**src/rtl/rtc_sa_pkg.sv**
```systemverilog
package rtc_sa_pkg;

    localparam logic [31:0] OFF_ALARM = 32'h00;
    localparam logic [31:0] OFF_COUNT = 32'h04;
    localparam logic [31:0] OFF_PRESC = 32'h08;
    localparam logic [31:0] OFF_STAT  = 32'h10;

    // bit 3 tick enable, bit 2 alarm enable, bit 1 tick flag, bit 0 alarm flag
    typedef struct packed {
        logic tick_en;
        logic alarm_en;
        logic tick_flag;
        logic alarm_flag;
    } stat_t;

    typedef enum logic [2:0] {
        SEL_NONE,
        SEL_ALARM,
        SEL_COUNT,
        SEL_PRESC,
        SEL_STAT
    } sel_e;

    function automatic sel_e decode_sel(input logic [31:0] addr);
        sel_e s;
        case (addr)
            OFF_ALARM: s = SEL_ALARM;
            OFF_COUNT: s = SEL_COUNT;
            OFF_PRESC: s = SEL_PRESC;
            OFF_STAT:  s = SEL_STAT;
            default:   s = SEL_NONE;
        endcase
        return s;
    endfunction

endpackage

```
**src/rtl/rtc_sa_prescaler.sv**
```systemverilog
module rtc_sa_prescaler #(
    parameter int DIV_W       = 16,
    parameter int TRIM_W      = 10,
    parameter int TRIM_PERIOD = 1024,
    parameter int DEF_DIV     = 32767
) (
    input  logic              clk,
    input  logic              rst,
    input  logic              restart,
    input  logic              use_default,
    input  logic [DIV_W-1:0]  div_cfg,
    input  logic [TRIM_W-1:0] trim_cfg,
    output logic              tick_o
);
    localparam int PH_W = $clog2(TRIM_PERIOD);
    localparam logic [PH_W-1:0] PH_LAST = PH_W'(TRIM_PERIOD - 1);

    logic [DIV_W-1:0] cnt_q;
    logic [DIV_W-1:0] eff_div;
    logic [DIV_W-1:0] trim_ext;
    logic [DIV_W-1:0] limit;
    logic [PH_W-1:0]  phase_q;
    logic             last_sec;

    always_comb begin
        eff_div  = use_default ? DIV_W'(DEF_DIV) : div_cfg;
        trim_ext = DIV_W'(trim_cfg);
        last_sec = (phase_q == PH_LAST);
        if (last_sec)
            limit = (eff_div > trim_ext) ? (eff_div - trim_ext) : '0;
        else
            limit = eff_div;
    end

    assign tick_o = (cnt_q == limit) && !restart;

    always_ff @(posedge clk) begin
        if (rst || restart) begin
            cnt_q   <= '0;
            phase_q <= '0;
        end else if (tick_o) begin
            cnt_q   <= '0;
            phase_q <= last_sec ? '0 : phase_q + PH_W'(1);
        end else begin
            cnt_q   <= cnt_q + DIV_W'(1);
        end
    end


    tick_restart_chk: assert property (@(posedge clk) disable iff (rst)
        tick_o |=> (cnt_q == '0));

    cfg_restart_chk: assert property (@(posedge clk) disable iff (rst)
        restart |=> (cnt_q == '0 && phase_q == '0));

    cnt_bound_chk: assert property (@(posedge clk) disable iff (rst)
        cnt_q <= eff_div);

endmodule

```
**src/rtl/rtc_sa_seconds.sv**
```systemverilog
module rtc_sa_seconds #(
    parameter int SEC_W = 32
) (
    input  logic             clk,
    input  logic             rst,
    input  logic             tick,
    input  logic             cnt_we,
    input  logic             alarm_we,
    input  logic [SEC_W-1:0] wdata,
    output logic [SEC_W-1:0] count_o,
    output logic [SEC_W-1:0] alarm_o,
    output logic             alarm_hit_o
);
    logic [SEC_W-1:0] count_q;
    logic [SEC_W-1:0] alarm_q;
    logic [SEC_W-1:0] next_count;

    assign next_count  = count_q + SEC_W'(1);
    assign alarm_hit_o = tick && !cnt_we && (next_count == alarm_q);
    assign count_o     = count_q;
    assign alarm_o     = alarm_q;

    always_ff @(posedge clk) begin
        if (rst) begin
            count_q <= '0;
            alarm_q <= '0;
        end else begin
            if (cnt_we)
                count_q <= wdata;
            else if (tick)
                count_q <= next_count;
            if (alarm_we)
                alarm_q <= wdata;
        end
    end


    count_step_chk: assert property (@(posedge clk) disable iff (rst)
        (tick && !cnt_we) |=> (count_q == $past(count_q) + SEC_W'(1)));

    count_load_chk: assert property (@(posedge clk) disable iff (rst)
        cnt_we |=> (count_q == $past(wdata)));

    count_hold_chk: assert property (@(posedge clk) disable iff (rst)
        (!tick && !cnt_we) |=> $stable(count_q));

    alarm_match_chk: assert property (@(posedge clk) disable iff (rst)
        alarm_hit_o |=> (count_q == $past(alarm_q)));

endmodule

```
**src/rtl/rtc_sa_status.sv**
```systemverilog
module rtc_sa_status
    import rtc_sa_pkg::*;
(
    input  logic  clk,
    input  logic  rst,
    input  logic  wr,
    input  stat_t wdata,
    input  logic  tick_evt,
    input  logic  alarm_evt,
    output stat_t stat_o,
    output logic  irq_tick_o,
    output logic  irq_alarm_o
);
    stat_t stat_q;

    always_ff @(posedge clk) begin
        if (rst) begin
            stat_q <= '0;
        end else begin
            if (wr) begin
                stat_q.tick_en  <= wdata.tick_en;
                stat_q.alarm_en <= wdata.alarm_en;
            end
            stat_q.tick_flag  <= tick_evt  | (stat_q.tick_flag  & ~(wr & wdata.tick_flag));
            stat_q.alarm_flag <= alarm_evt | (stat_q.alarm_flag & ~(wr & wdata.alarm_flag));
        end
    end

    assign stat_o      = stat_q;
    assign irq_tick_o  = stat_q.tick_flag  & stat_q.tick_en;
    assign irq_alarm_o = stat_q.alarm_flag & stat_q.alarm_en;


    alarm_cause_chk: assert property (@(posedge clk) disable iff (rst)
        $rose(stat_q.alarm_flag) |-> $past(alarm_evt));

    alarm_sticky_chk: assert property (@(posedge clk) disable iff (rst)
        (stat_q.alarm_flag && !(wr && wdata.alarm_flag)) |=> stat_q.alarm_flag);

    tick_flag_chk: assert property (@(posedge clk) disable iff (rst)
        tick_evt |=> stat_q.tick_flag);

    tick_clear_chk: assert property (@(posedge clk) disable iff (rst)
        (wr && wdata.tick_flag && !tick_evt) |=> !stat_q.tick_flag);

endmodule

```
**src/rtl/rtc_seconds_alarm.sv**
```systemverilog
module rtc_seconds_alarm
    import rtc_sa_pkg::*;
#(
    parameter int SEC_W       = 32,
    parameter int ADDR_W      = 5,
    parameter int DIV_W       = 16,
    parameter int TRIM_W      = 10,
    parameter int TRIM_PERIOD = 1024,
    parameter int DEF_DIV     = 32767
) (
    input  logic              clk,
    input  logic              rst,
    input  logic              bus_en,
    input  logic              bus_we,
    input  logic [ADDR_W-1:0] bus_addr,
    input  logic [SEC_W-1:0]  bus_wdata,
    output logic [SEC_W-1:0]  bus_rdata,
    output logic              irq_tick,
    output logic              irq_alarm
);
    localparam int TRIM_LSB = DIV_W;
    localparam int STAT_W   = $bits(stat_t);

    sel_e             sel;
    logic             wr;
    logic [DIV_W-1:0] div_q;
    logic [TRIM_W-1:0] trim_q;
    logic             use_default;
    logic             tick;
    logic             alarm_hit;
    logic [SEC_W-1:0] count;
    logic [SEC_W-1:0] alarm_val;
    stat_t            stat;

    assign sel         = decode_sel(32'(bus_addr));
    assign wr          = bus_en && bus_we;
    assign use_default = (div_q == '0) && (trim_q == '0);

    always_ff @(posedge clk) begin
        if (rst) begin
            div_q  <= '0;
            trim_q <= '0;
        end else if (wr && sel == SEL_PRESC) begin
            div_q  <= bus_wdata[DIV_W-1:0];
            trim_q <= bus_wdata[TRIM_LSB +: TRIM_W];
        end
    end

    rtc_sa_prescaler #(
        .DIV_W(DIV_W), .TRIM_W(TRIM_W),
        .TRIM_PERIOD(TRIM_PERIOD), .DEF_DIV(DEF_DIV)
    ) u_presc (
        .clk(clk), .rst(rst),
        .restart(wr && sel == SEL_PRESC),
        .use_default(use_default),
        .div_cfg(div_q), .trim_cfg(trim_q),
        .tick_o(tick)
    );

    rtc_sa_seconds #(.SEC_W(SEC_W)) u_secs (
        .clk(clk), .rst(rst), .tick(tick),
        .cnt_we(wr && sel == SEL_COUNT),
        .alarm_we(wr && sel == SEL_ALARM),
        .wdata(bus_wdata),
        .count_o(count), .alarm_o(alarm_val),
        .alarm_hit_o(alarm_hit)
    );

    rtc_sa_status u_stat (
        .clk(clk), .rst(rst),
        .wr(wr && sel == SEL_STAT),
        .wdata(stat_t'(bus_wdata[STAT_W-1:0])),
        .tick_evt(tick), .alarm_evt(alarm_hit),
        .stat_o(stat),
        .irq_tick_o(irq_tick), .irq_alarm_o(irq_alarm)
    );

    always_comb begin
        case (sel)
            SEL_ALARM: bus_rdata = alarm_val;
            SEL_COUNT: bus_rdata = count;
            SEL_PRESC: bus_rdata = SEC_W'({trim_q, div_q});
            SEL_STAT:  bus_rdata = SEC_W'(stat);
            default:   bus_rdata = '0;
        endcase
    end


    irq_alarm_gate_chk: assert property (@(posedge clk) disable iff (rst)
        irq_alarm |-> (stat.alarm_en && stat.alarm_flag));

    irq_tick_gate_chk: assert property (@(posedge clk) disable iff (rst)
        irq_tick |-> (stat.tick_en && stat.tick_flag));

endmodule

```
**config.mk**
```make
export PLATFORM = sky130hd
export DESIGN_NAME = rtc_seconds_alarm
export DESIGN_NICKNAME = d
export VERILOG_FILES = /design/src/rtl/rtc_sa_pkg.sv /design/src/rtl/rtc_sa_prescaler.sv /design/src/rtl/rtc_sa_seconds.sv /design/src/rtl/rtc_sa_status.sv /design/src/rtl/rtc_seconds_alarm.sv
export SDC_FILE = /design/constraint.sdc
export NUM_CORES = 1
export LEC_CHECK = 0
export ABC_CLOCK_PERIOD_IN_PS = 9050
export BUFFER_PORTS_ARGS = -buffer_cell sky130_fd_sc_hd__buf_2
export CAP_MARGIN = 25
export CORE_ASPECT_RATIO = 2
export CORE_MARGIN = 5
export CORE_UTILIZATION = 43
export DETAILED_ROUTE_END_ITERATION = 10
export MAX_ROUTING_LAYER = met4
export PLACE_DENSITY = 0.58
export SLEW_MARGIN = 20
export SYNTH_ARGS = -nofsm -noshare
export SYNTH_HDL_FRONTEND = slang
export SYNTH_SLANG_ARGS = --single-unit
export TNS_END_PERCENT = 30
```
**constraint.sdc**
```tcl
create_clock -name clk -period 9.05 [get_ports clk]
set_input_delay 0.4525 -clock clk [delete_from_list [all_inputs] [get_ports clk]]
set_output_delay 0.4525 -clock clk [all_outputs]
set_load 0.005 [all_outputs]
```
Yosys cells after proc, flatten, opt, wreduce, memory -nomap -nowiden
Index checks and enable logic that the tools add are counted.

word-level totals
  register bits = 120
  bits of input ports = 41
  word-level logic and storage cells = 60
  output and inout bits = 34

operators by class
  reduce and logical (&&, ||, !) cells = 17
  eq/ne operators = 10
  $add $sub $neg = 4
  bitwise gates (word level) = 10
  $lt $le $gt $ge = 1
  mux-type cells = 8

operators by type and width
  cell                   number
  $pmux 32 s4            1
  $mux 32                2
  $mux 16                3
  $add 32x1->32 const B  1
  $eq 32x32->1           1
  $add 16x1->16 const B  1
  $eq 16x16->1           1
  $gt 16x10->1           1
  $logic_not 16->1       1
  $sub 16x10->16         1
  $pmux 3 s4             1
  $add 10x1->10 const B  1
  $eq 10x10->1 const B   1
  $logic_not 10->1       1
  $mux 10                1
  $logic_and 1x1->1      9
  $and 1x1->1            6
  $eq 3x2->1 const B     2
  $eq 5x3->1 const B     1
  $eq 5x4->1 const B     1
  $eq 5x5->1 const B     1
  $logic_not 5->1        1
  $eq 3x1->1 const B     1
  $eq 3x3->1 const B     1
  6 further kinds        9

Longest topological paths before layout
Gate-level depths: netlist of the first run.

  depth in word-level cells = 11
  depth in mapped cells = 21
  depth with buffers taken out = 16

Modules after synthesis
Synthesis of the first run repeated with hierarchy kept, for this count alone.

unflattened totals
  cells, all modules = 1107
  area, all modules = 8866.0 µm²

modules (own cells, without submodules)
  module             area an instance (µm²)  instances  seq. area each (µm²)  cells an instance
  rtc_sa_seconds     3870.0                  1          1281.2                482
  rtc_sa_prescaler   2876.5                  1          520.5                 393
  rtc_seconds_alarm  1966.9                  1          520.5                 216
  rtc_sa_status      152.6                   1          80.1                  16

Least setup slack after synthesis of the first run
No wires, ideal clock.

  path kind = register -> register
  start point = register div_q[11]
  end point = register u_secs.count_q[4], in the netlist u_secs.count_o[4]
  setup slack = 4.279 ns
  stages on the path, launching flop included = 21
  period minus slack after synthesis = 4.771 ns
  path buffers = 6
  data required time = 8.928 ns
  data arrival time = 4.649 ns
  library setup time = 0.122 ns
  cells stage by stage = dfxtp_1 -> buf_2 -> nor4_4 -> and4_1 -> and2_1 -> clkbuf_1 -> or2_2 -> ha_1 -> buf_2 -> nand2_1 -> or4b_1 -> a32o_1 -> buf_6 -> o211ai_2 -> mux2i_1 -> a2111oi_2 -> nand4_1 -> or4_1 -> buf_2 -> buf_6 -> o311a_1

between the ends
  longest elaborated chain between the ends = 9
  elaborated cells on any way between the ends = 10
  those cells by class = add/sub (1); order compare (1); eq/ne (1); mux (3); reduce/logical (4)

RTL lines
  what                                            RTL line                 RTL
  from (decl)                                     rtc_seconds_alarm.sv:26  logic [DIV_W-1:0] div_q;
  from (signal assigned)                          rtc_seconds_alarm.sv:44  div_q <= bus_wdata[DIV_W-1:0];
  $logic_not 16->1                                rtc_seconds_alarm.sv:37  assign use_default = (div_q == '0) && (trim_q == '0);
  $logic_and 1x1->1                               rtc_seconds_alarm.sv:37
  $mux 16 *                                       rtc_sa_prescaler.sv:26   eff_div = use_default ? DIV_W'(DEF_DIV) : div_cfg;
  $sub 16x10->16 or $gt 16x10->1 (tied branches)  rtc_sa_prescaler.sv:30   limit = (eff_div > trim_ext) ? (eff_div - trim_ext) : '0;
  $mux 16                                         rtc_sa_prescaler.sv:30
  $mux 16 *                                       rtc_sa_prescaler.sv:29   if (last_sec)
  $eq 16x16->1 *                                  rtc_sa_prescaler.sv:35   assign tick_o = (cnt_q == limit) && !restart;
  $logic_and 1x1->1 *                             rtc_sa_prescaler.sv:35
  $reduce_bool 2->1 (no line) *                   -
  to (signal assigned)                            rtc_sa_seconds.sv:29     count_q <= wdata;
  to (signal assigned)                            rtc_sa_seconds.sv:31     count_q <= next_count;
  to (decl)                                       rtc_sa_seconds.sv:14     logic [SEC_W-1:0] count_q;

Mark *: on every way between the ends. The rest lies on a longest branch, timed or not.
A chain may end at the register's enable or synchronous reset.

Worst setup path after layout of the first run
  start point = register trim_q[7]
  end point = register u_secs.count_q[27], in the netlist u_secs.count_o[27]

between the ends
  longest elaborated chain between the ends = 9
  elaborated cells on any way between the ends = 10
  those cells by class = add/sub (1); order compare (1); eq/ne (1); mux (3); reduce/logical (4)

RTL lines
  what                                            RTL line                 RTL
  from (decl)                                     rtc_seconds_alarm.sv:27  logic [TRIM_W-1:0] trim_q;
  from (signal assigned)                          rtc_seconds_alarm.sv:45  trim_q <= bus_wdata[TRIM_LSB +: TRIM_W];
  $logic_not 10->1                                rtc_seconds_alarm.sv:37
  $logic_and 1x1->1                               rtc_seconds_alarm.sv:37
  $mux 16                                         rtc_sa_prescaler.sv:26
  $sub 16x10->16 or $gt 16x10->1 (tied branches)  rtc_sa_prescaler.sv:30
  $mux 16                                         rtc_sa_prescaler.sv:30
  $mux 16 *                                       rtc_sa_prescaler.sv:29
  $eq 16x16->1 *                                  rtc_sa_prescaler.sv:35
  $logic_and 1x1->1 *                             rtc_sa_prescaler.sv:35
  $reduce_bool 2->1 (no line) *                   -

Marks and branches as above.

==> flow_summary.yaml, run 1 <==
status:
  result_of_the_run: "finished clean"
sta:
  fin_hold_ws_ns: 0.2853
  hold_violations: 0
  max_slew_violations: 0
  worst-slew-pin-transition_ns: 0.9859
  finalCritPeriodShare_pct: 72.51
  setup_tns_ns: 0
  slew-limit-headroom_pct: 33.69
  setup_viol_count_final: 0
  rsz0062_at_grt: "false"
  max_clock_freq_ghz: 0.1524
  finalWorstPathRequiredPeriod_ns: 6.562
  final.setup_skew_ns: 0.007560
power:
  power_mw: 1.456
  internal_power_mw: 1.074
  seq_power_share_pct: 38.1
  power_frac_comb_pct: 12.3
  net_sw_power_mw: 0.3818
  power-per-cell-area_nw_per_um2: 147.4
  peakVddDrop_uv: 175.6
  share_of_total_power_consumed_by_net_switching_pct: 26.23
  pwr-share-clk_pct: 49.6
  total_leakage_power_nw: 3.635
hold_path:
  hp-start: "bus_wdata[29]"
  hold_class: "in2reg"
  whs_path_depth: 3
clock_tree:
  numClockSinks: 120
  cts_htree_levels: 4
  cts-resized-gates: 0
  clock_tree.buffer_depth: 2
  num_cts_buffers: 17
  cts.root.buffer_cell: "clkbuf_16"
  post-cts-setup-buffer-count: 0
  worst_skew_pair.late_latency_ns: 0.42
  tritoncts: "yes"
  holdBufCountCts: 0
  clk_transition_reported_paths_ns: 0.06
critical_path:
  timing.critical_path.required_ns: 9.40
  slowest_cp_cell: "nor4_1"
  crit_start: "trim_q[7]"
  timing.critical_path.from_type: "flop"
  timing.setup.critical_path_class: "reg2reg"
  timing.reg2reg.worst_path_depth: 16
  worstPathArrival_ns: 6.91
  path_cells: "nor4_1, and4_1, and2_1, or2_2, ha_1, nand2_1, or4b_1, a32o_1, o211ai_1, o211ai_1, a2111oi_2, nand4_1, or4_1, buf_4, o31a_1, nor3_1"
  critPathMaxFanout: 24
  reg2reg_from: "trim_q[7]"
  endpoint_kind: "flop"
  critPathMaxStageDelay_ns: 0.68
  cpMostUsedCell: "o211ai_1"
logic_synthesis:
  ys.flop_type: "dfxtp_1"
  synth.cells.most_frequent: "nand2_1, nor2_1, a21oi_1"
  ys.warnings.count: 0
  netlist-cell-type-count: 80
  async_reset_ff_share_pct: 0
  yosysTopAreaCell: "dfxtp_1"
  synth_area_leaders: "dfxtp_1, nand2_1, a21oi_1"
  synthesis.area_per_instance_um2: 7.243
  netlist_area_um2: 8757
  synth_most_common_cell: "nand2_1"
  synth-edff-count: 0
  post_synth_inst_count: 1209
  seq_area_frac_synth_pct: 27.43
  synth_top_cell_area_share_pct: 27.43
  number_of_synthesized_register_bits: 120
  syn-num-nets: 1264
detailed_routing:
  post-route-drc-count: 0
  final_wirelength_um: 32550
  detailedRoute.firstIterationViolations: 595
  via_count: 9060
  detail_route.vias_per_cell: 5.996
  drtPass1Iterations: 5
  detail_route.wl_per_cell_um: 21.54
  postRouteAntennaNets: 0
placed_design:
  placedInstanceArea_um2: 9253
  post_placement_cell_count: 1481
  io_buffers: 74
  hpwlAfterDp_um: 24860
  gp_routability_congestion: 1.054
run:
  timing.max_cap.violations: 0
die:
  top_level_ports: 75
  floorplan.die_area_um2: 23490
  rows: 74
  die_width_um: 110.9
  chipHeight_um: 211.8
  core_um2: 20280
  initial_core_util_pct: 43.19
finish:
  layout.cells.non_filler: 1511
  area_growth_pct: 12.77
  final_cell_area_um2: 9876
  final_layout_size_suffix_gt1_share_pct: 11.73
  num-nets-final: 1289
  antennaDiodeCount: 0
global_route:
  initial_antenna_violation_count: 0
  grt_pass1_vias: 8882
  overflow: 0
  wire_length_of_the_first_global_routing_pass_um: 50400
  grtUsageTotal_pct: 28.24
  grt_max_degree: 74
==> power groups by stage <==
stage | clock network [mW] | logic, mW | registers (mW)
global route | 0.757 | 0.193 | 0.556
floorplan | 0 | 0.116 | 0.559
CTS | 0.734 | 0.178 | 0.554
global placement | 0 | 0.177 | 0.565
finish | 0.722 | 0.180 | 0.554
detailed placement | 0 | 0.177 | 0.565
==> worst max-delay path, delay by kind of cell (launching register included) <==
kind	cells	cell delay, ns
buf+inv	1	0.27
simple gates	9	3.70
flops	1	0.33
fa+ha+maj	1	0.31
compound gates	5	1.83
==> per-stage QoR <==
step / util [%] / worst slack, ns
global route: 48.70 / 2.232
detailed placement: 45.63 / 2.674
global placement: 45.61 / 2.683
floorplan: - / 4.279
finish: 48.70 / 2.488
CTS: 48.70 / 2.631
==> flip-flops by register name, indices dropped and copies added (netlist names) <==
name,count
u_secs.alarm_o,32
u_secs.count_o,32
div_q,16
u_presc.cnt_q,16
trim_q,10
u_presc.phase_q,10
u_stat.stat_o,4
==> kinds of logic after synthesis <==
group	synth area share [%]
buffers and inverters	5.915
AO/OA/AOI/OAI	21.66
flip-flops	27.43
AND/OR/NAND/NOR	29.52
multiplexers	5.987
XOR/XNOR	7.401
adder cells (fa/ha/maj)	2.086
==> cell type report <==
class / instances / area (um2)
well taps: 266 / 332.8
repair buffers: 91 / 496.7
clock buffers: 23 / 508.0
multi-input cells: 961 / 5859
clock inverters: 7 / 115.1
flip-flops and latches: 120 / 2402
inverters: 43 / 161.4
fillers: 2072 / 10400
==> path summary, 6_finish.rpt <==
path / end / slack [ns]
worst min-delay path: u_secs.alarm_o[29] / 0.29
worst min register to register: u_secs.alarm_o[26] / 0.48
worst max-delay path: u_secs.count_o[27] / 2.49
worst max register to register: u_secs.count_o[27] / 2.49
==> routing by layer <==
layer	GRT usage [%]	part of all wire (%)	up-vias
met3	3.919	3.4	122
met1	26.64	35	4298
met2	52.37	55	267
li1	-	-	4373
met5	-	0	-
met4	19.30	7.4	0
==> layout by cell type, fill, tap and decap left out, types with 7 or more instances in the layout <==
master     count
nor2_1       133
a32oi_1        8
buf_2         73
and2_1        15
buf_4         17
xnor2_1       45
xor2_1        29
nand2b_1       7
nand3_1       55
nand4_1       23
mux2i_1       49
nor3_1        15
and3_1        23
nand2_1      175
ha_1          13
or3_1         10
o211ai_1      18
a211oi_1      15
inv_1         43
a21o_1        20
nand3b_1       8
a21oi_1      129
o21ai_0       17
nor4_1        21
and4_1         9
a311oi_1      16
clkbuf_16     17
dfxtp_1      120
No activity file was read; power rests on OpenSTA's default activity.
==> run 2: changes to the inputs <==
- ABC_CLOCK_PERIOD_IN_PS: 9050 -> 6600
- clock period: 9.05 -> 6.6 ns (I/O delays scaled with it)
==> flow_summary.yaml, run 2 (synthesis gave the netlist of run 1 again) <==
placed_design:
  post_placement_cell_count: 1487
  hpwlAfterDp_um: 24830
  io_buffers: 74
  detailedPlace.worstSlack_ns: 0.3964
  gp_routability_congestion: 0.9855
  placedInstanceArea_um2: 9314
finish:
  area_growth_pct: 13.24
  antennaDiodeCount: 0
  final_layout_size_suffix_gt1_share_pct: 12.22
  final_cell_area_um2: 9917
  layout_commonest_cell: "nand2_1"
  commonest_cells_after_routing_fill_and_taps_aside: "nand2_1, nor2_1, a21oi_1"
  layout.core_utilization_pct: 48.91
  layout.cells.non_filler: 1518
  num-nets-final: 1295
die:
  die_width_um: 110.9
  top_level_ports: 75
  initial_core_util_pct: 43.19
  rows: 74
  floorplan.die_area_um2: 23490
  core_um2: 20280
  chipHeight_um: 211.8
critical_path:
  critPathMaxStageDelay_ns: 0.69
  endpoint_kind: "flop"
  path_cells: "nor4_1, and4_1, and2_1, or2_2, ha_1, a21o_1, or2_0, o211ai_1, buf_4, nor4bb_1, mux2i_1, nor4_1, nand4_1, or4_1, buf_4, o31a_1, nor3_1"
  timing.critical_path.required_ns: 6.95
  critPathMaxFanout: 24
  cp.buffers_inverters: 2
  timing.critical_path.from_type: "flop"
  slowest_cp_cell: "nor4_1"
  worstPathArrival_ns: 6.71
  timing.setup.critical_path_class: "reg2reg"
  critical-path-top-delay-family: "simple AND/OR/NAND/NOR gates"
detailed_routing:
  detailedRoute.firstIterationViolations: 561
  drtPass1Iterations: 6
  via_count: 9094
  postRouteAntennaNets: 0
  post-route-drc-count: 0
  detail_route.wl_per_cell_um: 21.40
  detail_route.vias_per_cell: 5.991
  final_wirelength_um: 32480
global_route:
  grt_pass1_vias: 8635
  wire_length_of_the_first_global_routing_pass_um: 49090
  initial_antenna_violation_count: 0
  overflow: 0
  grt_max_degree: 70
  grtUsageTotal_pct: 27.77
sta:
  finalCritPeriodShare_pct: 96.50
  setup_viol_count_final: 0
  hold_violations: 0
  fin_hold_ws_ns: 0.1543
  worst-slew-pin-transition_ns: 0.9163
  rsz0062_at_grt: "false"
  slew-limit-headroom_pct: 38.35
  final.setup_skew_ns: 0.005517
  finalWorstPathRequiredPeriod_ns: 6.369
  setup_tns_ns: 0
  post-route-worst-setup-slack_ns: 0.2312
  max_clock_freq_ghz: 0.1570
  max_slew_violations: 0
hold_path:
  hold_class: "in2reg"
clock_tree:
  worst_skew_pair.late_latency_ns: 0.42
  holdBufCountCts: 0
  clk_transition_reported_paths_ns: 0.06
  num_cts_buffers: 17
  cts-resized-gates: 0
  clock_tree.buffer_depth: 2
  cts.root.buffer_cell: "clkbuf_16"
  numClockSinks: 120
  tritoncts: "yes"
  post-cts-setup-buffer-count: 0
  cts_htree_levels: 4
power:
  power-per-cell-area_nw_per_um2: 198.0
  peakVddDrop_uv: 160.9
  power_mw: 1.963
  total_leakage_power_nw: 3.661
run:
  timing.max_cap.violations: 0
status:
  result_of_the_run: "finished clean"
run 2: changes by cell type in the layout (fill, tap and decap cells not counted):
cell | previous run | this run
buf_4 | 17 | 23
a2111oi_0 | 3 | 2
a2111oi_1 | 0 | 1
buf_1 | 1 | 0
buf_12 | 0 | 1
bufinv_16 | 3 | 2
clkbuf_1 | 0 | 1
clkinv_2 | 2 | 3
run 2: area by class of cell:
| class | instances | area, um2 |
|---|---|---|
| multi-input cells | 961 | 5861 |
| clock buffers | 24 | 511.7 |
| flip-flops and latches | 120 | 2402 |
| fillers | 2071 | 10360 |
| inverters | 43 | 161.4 |
| repair buffers | 97 | 558.0 |
| clock inverters | 7 | 90.09 |
| well taps | 266 | 332.8 |
run 2: metal layers:
metal / GRT usage, % / wire length (um) / vias up
met2: 51.32 / 17670 / 290
li1: - / - / 4377
met5: - / 0 / -
met1: 26.91 / 11530 / 4325
met4: 18.41 / 2271 / 0
met3: 3.347 / 1002 / 102
run 2: power by group:
group	internal (mW)	leakage [nW]	total, mW	switching [mW]
Sequential	0.738	0.969	0.761	0.0224
Clock	0.612	0.294	0.956	0.344
Combinational	0.0872	2.40	0.247	0.160
run 2: path summary, 6_finish.rpt:
check / from / to / slack, ns / cells past startpoint
worst min-delay path: bus_wdata[28] / u_secs.alarm_o[28] / 0.15 / 3
worst max register to register: trim_q[7] / u_secs.count_o[27] / 0.23 / 17
worst min register to register: u_presc.phase_q[1] / u_presc.phase_q[1] / 0.47 / 2
worst max-delay path: trim_q[7] / u_secs.count_o[27] / 0.23 / 17
run 2: worst register-to-register path: stages, from the launching register on:
cell,delay [ns]
dfxtp_1,0.34
nor4_1,0.69
and4_1,0.59
and2_1,0.49
or2_2,0.19
ha_1,0.30
a21o_1,0.20
or2_0,0.22
o211ai_1,0.25
buf_4,0.23
nor4bb_1,0.60
mux2i_1,0.27
nor4_1,0.35
nand4_1,0.21
or4_1,0.55
buf_4,0.26
o31a_1,0.37
nor3_1,0.18
==> run 3: changes to the inputs <==
- CORE_UTILIZATION: 43 -> 39
- PLACE_DENSITY: 0.58 -> 0.53
==> flow_summary.yaml, run 3 (synthesis gave the netlist of run 1 again) <==
die:
  rows: 77
  die_width_um: 116.0
  chipHeight_um: 221.9
  core_um2: 22160
  floorplan.die_area_um2: 25730
  top_level_ports: 75
  initial_core_util_pct: 39.52
finish:
  final_layout_size_suffix_gt1_share_pct: 12.05
  commonest_cells_after_routing_fill_and_taps_aside: "nand2_1, nor2_1, a21oi_1"
  layout.cells.non_filler: 1529
  multi_input_area_um2: 5854
  area_growth_pct: 13.47
  seq_area_um2: 2402
  num-nets-final: 1295
  antennaDiodeCount: 0
  layout_commonest_cell: "nand2_1"
  fill_count: 2382
detailed_routing:
  drtPass1Iterations: 5
  post-route-drc-count: 0
  via_count: 9019
  detailedRoute.firstIterationViolations: 607
  final_wirelength_um: 32900
  detail_route.wl_per_cell_um: 21.52
  detail_route.vias_per_cell: 5.899
  postRouteAntennaNets: 0
power:
  pwr-share-clk_pct: 49.3
  peakVddDrop_uv: 160.8
  total_leakage_power_nw: 3.659
  internal_power_mw: 1.450
  power_frac_comb_pct: 12.3
  share_of_total_power_consumed_by_net_switching_pct: 26.80
  seq_power_share_pct: 38.4
  net_sw_power_mw: 0.5309
  power-per-cell-area_nw_per_um2: 199.4
sta:
  setup_viol_count_final: 0
  max_slew_violations: 0
  setup_tns_ns: 0
  rsz0062_at_grt: "false"
  finalWorstPathRequiredPeriod_ns: 6.217
  final.setup_skew_ns: 0.01076
  worst-slew-pin-transition_ns: 1.120
  hold_violations: 0
  slew-limit-headroom_pct: 23.41
  finalCritPeriodShare_pct: 94.20
  max_clock_freq_ghz: 0.1608
critical_path:
  timing.reg2reg.worst_path_depth: 16
  r2r_slack_ns: 0.38
  r2r_end: "u_secs.count_o[27]"
  path_cells: "nor4_1, and4_1, and2_1, or2_2, ha_1, nand2_1, o21ai_0, a2111oi_0, nand2_1, mux2i_1, a32o_1, o211ai_1, or4_1, buf_4, o31a_1, nor3_1"
  cpMostUsedCell: "nand2_1"
  reg2reg_from: "trim_q[7]"
  endpoint_kind: "flop"
  timing.setup.critical_path_class: "reg2reg"
  timing.critical_path.required_ns: 6.96
  critPathMaxStageDelay_ns: 1.10
  worstPathArrival_ns: 6.58
  critPathMaxFanout: 24
  slowest_cp_cell: "a2111oi_0"
  timing.critical_path.from_type: "flop"
global_route:
  overflow: 0
  wire_length_of_the_first_global_routing_pass_um: 50270
  grt_max_degree: 55
  initial_antenna_violation_count: 0
  grtUsageTotal_pct: 26.45
  grt_pass1_vias: 8839
hold_path:
  hold_class: "in2reg"
  hp-start: "bus_wdata[28]"
  whs_path_depth: 3
  whs_endpoint: "u_secs.alarm_o[28]"
clock_tree:
  clk_transition_reported_paths_ns: 0.06
  holdBufCountCts: 0
  worst_skew_pair.late_latency_ns: 0.44
  cts.root.buffer_cell: "clkbuf_16"
  numClockSinks: 120
  cts_htree_levels: 4
  clock_tree.buffer_depth: 2
  cts-resized-gates: 0
  tritoncts: "yes"
  num_cts_buffers: 17
placed_design:
  gp_routability_congestion: 0.9732
  post_placement_cell_count: 1496
  io_buffers: 74
  hpwlAfterDp_um: 24750
run:
  timing.max_cap.violations: 0
status:
  result_of_the_run: "finished clean"
run 3: final cells by class:
cell class / count / share of cell area [%]
clock buffer: 27 / 5.364
tap: 276 / 3.475
sequential: 120 / 24.18
clock inverter: 5 / 0.8310
inverter: 43 / 1.624
timing repair buffer: 97 / 5.616
multi-input combinational: 961 / 58.91
run 3: per-stage QoR:
| step | util (%) | setup WS, ns | instance area [um2] | power, mW | hold slack, ns |
|---|---|---|---|---|---|
| global route | 44.84 | 0.09356 | 9937 | 2.050 | 0.1516 |
| global placement | 42.03 | 0.5729 | 9314 | 1.018 | 0.4582 |
| detailed placement | 42.03 | 0.4773 | 9314 | 1.018 | 0.4648 |
| finish | 44.84 | 0.3827 | 9937 | 1.981 | 0.1396 |
| CTS | 44.81 | 0.4596 | 9930 | 1.999 | 0.1218 |
| floorplan | - | 1.829 | 8757 | 0.9260 | 0.4432 |
run 3: worst max-delay path, delay by kind of cell (launching register included):
family                   cells  cell delay [ns]
AO/OA/AOI/OAI                5             2.18
adder cells (fa/ha/maj)      1             0.33
buffers and inverters        1             0.26
flip-flops                   1             0.33
multiplexers                 1             0.29
AND/OR/NAND/NOR              8             2.73
run 3: per-layer routing:
layer | global-route usage, % | share of wire, % | vias up
met3 | 3.824 | 2.9 | 101
li1 | - | - | 4393
met5 | - | 0 | -
met2 | 47.37 | 54 | 239
met4 | 15.70 | 6.3 | 0
met1 | 26.31 | 36 | 4286
run 3: how the worst max path moves through the flow:
| stage | startpoint | endpoint | slack, ns | cells after the start |
|---|---|---|---|---|
| 5_1_grt | trim_q[8] | u_secs.count_o[25] | 0.09 | 16 |
| 3_5_place_dp | trim_q[7] | u_secs.count_o[27] | 0.48 | 16 |
| 3_3_place_gp | div_q[6] | u_secs.count_o[25] | 0.57 | 16 |
| 6_report | trim_q[7] | u_secs.count_o[27] | 0.38 | 16 |
| 4_1_cts | trim_q[7] | u_secs.count_o[25] | 0.46 | 16 |
| 2_1_floorplan | div_q[11] | u_secs.count_o[4] | 1.83 | 20 |
run 3: repair_timing:
item,in CTS,in global routing
buffers inserted,0,1
endpoints found under the setup margin,0,1
hold endpoints to repair,0,0
run 3: power groups by stage:
stage,registers (mW),clock network (mW),logic (mW)
floorplan,0.767,0,0.159
global placement,0.775,0,0.243
detailed placement,0.775,0,0.242
CTS,0.759,0.996,0.243
global route,0.763,1.02,0.263
finish,0.760,0.977,0.244
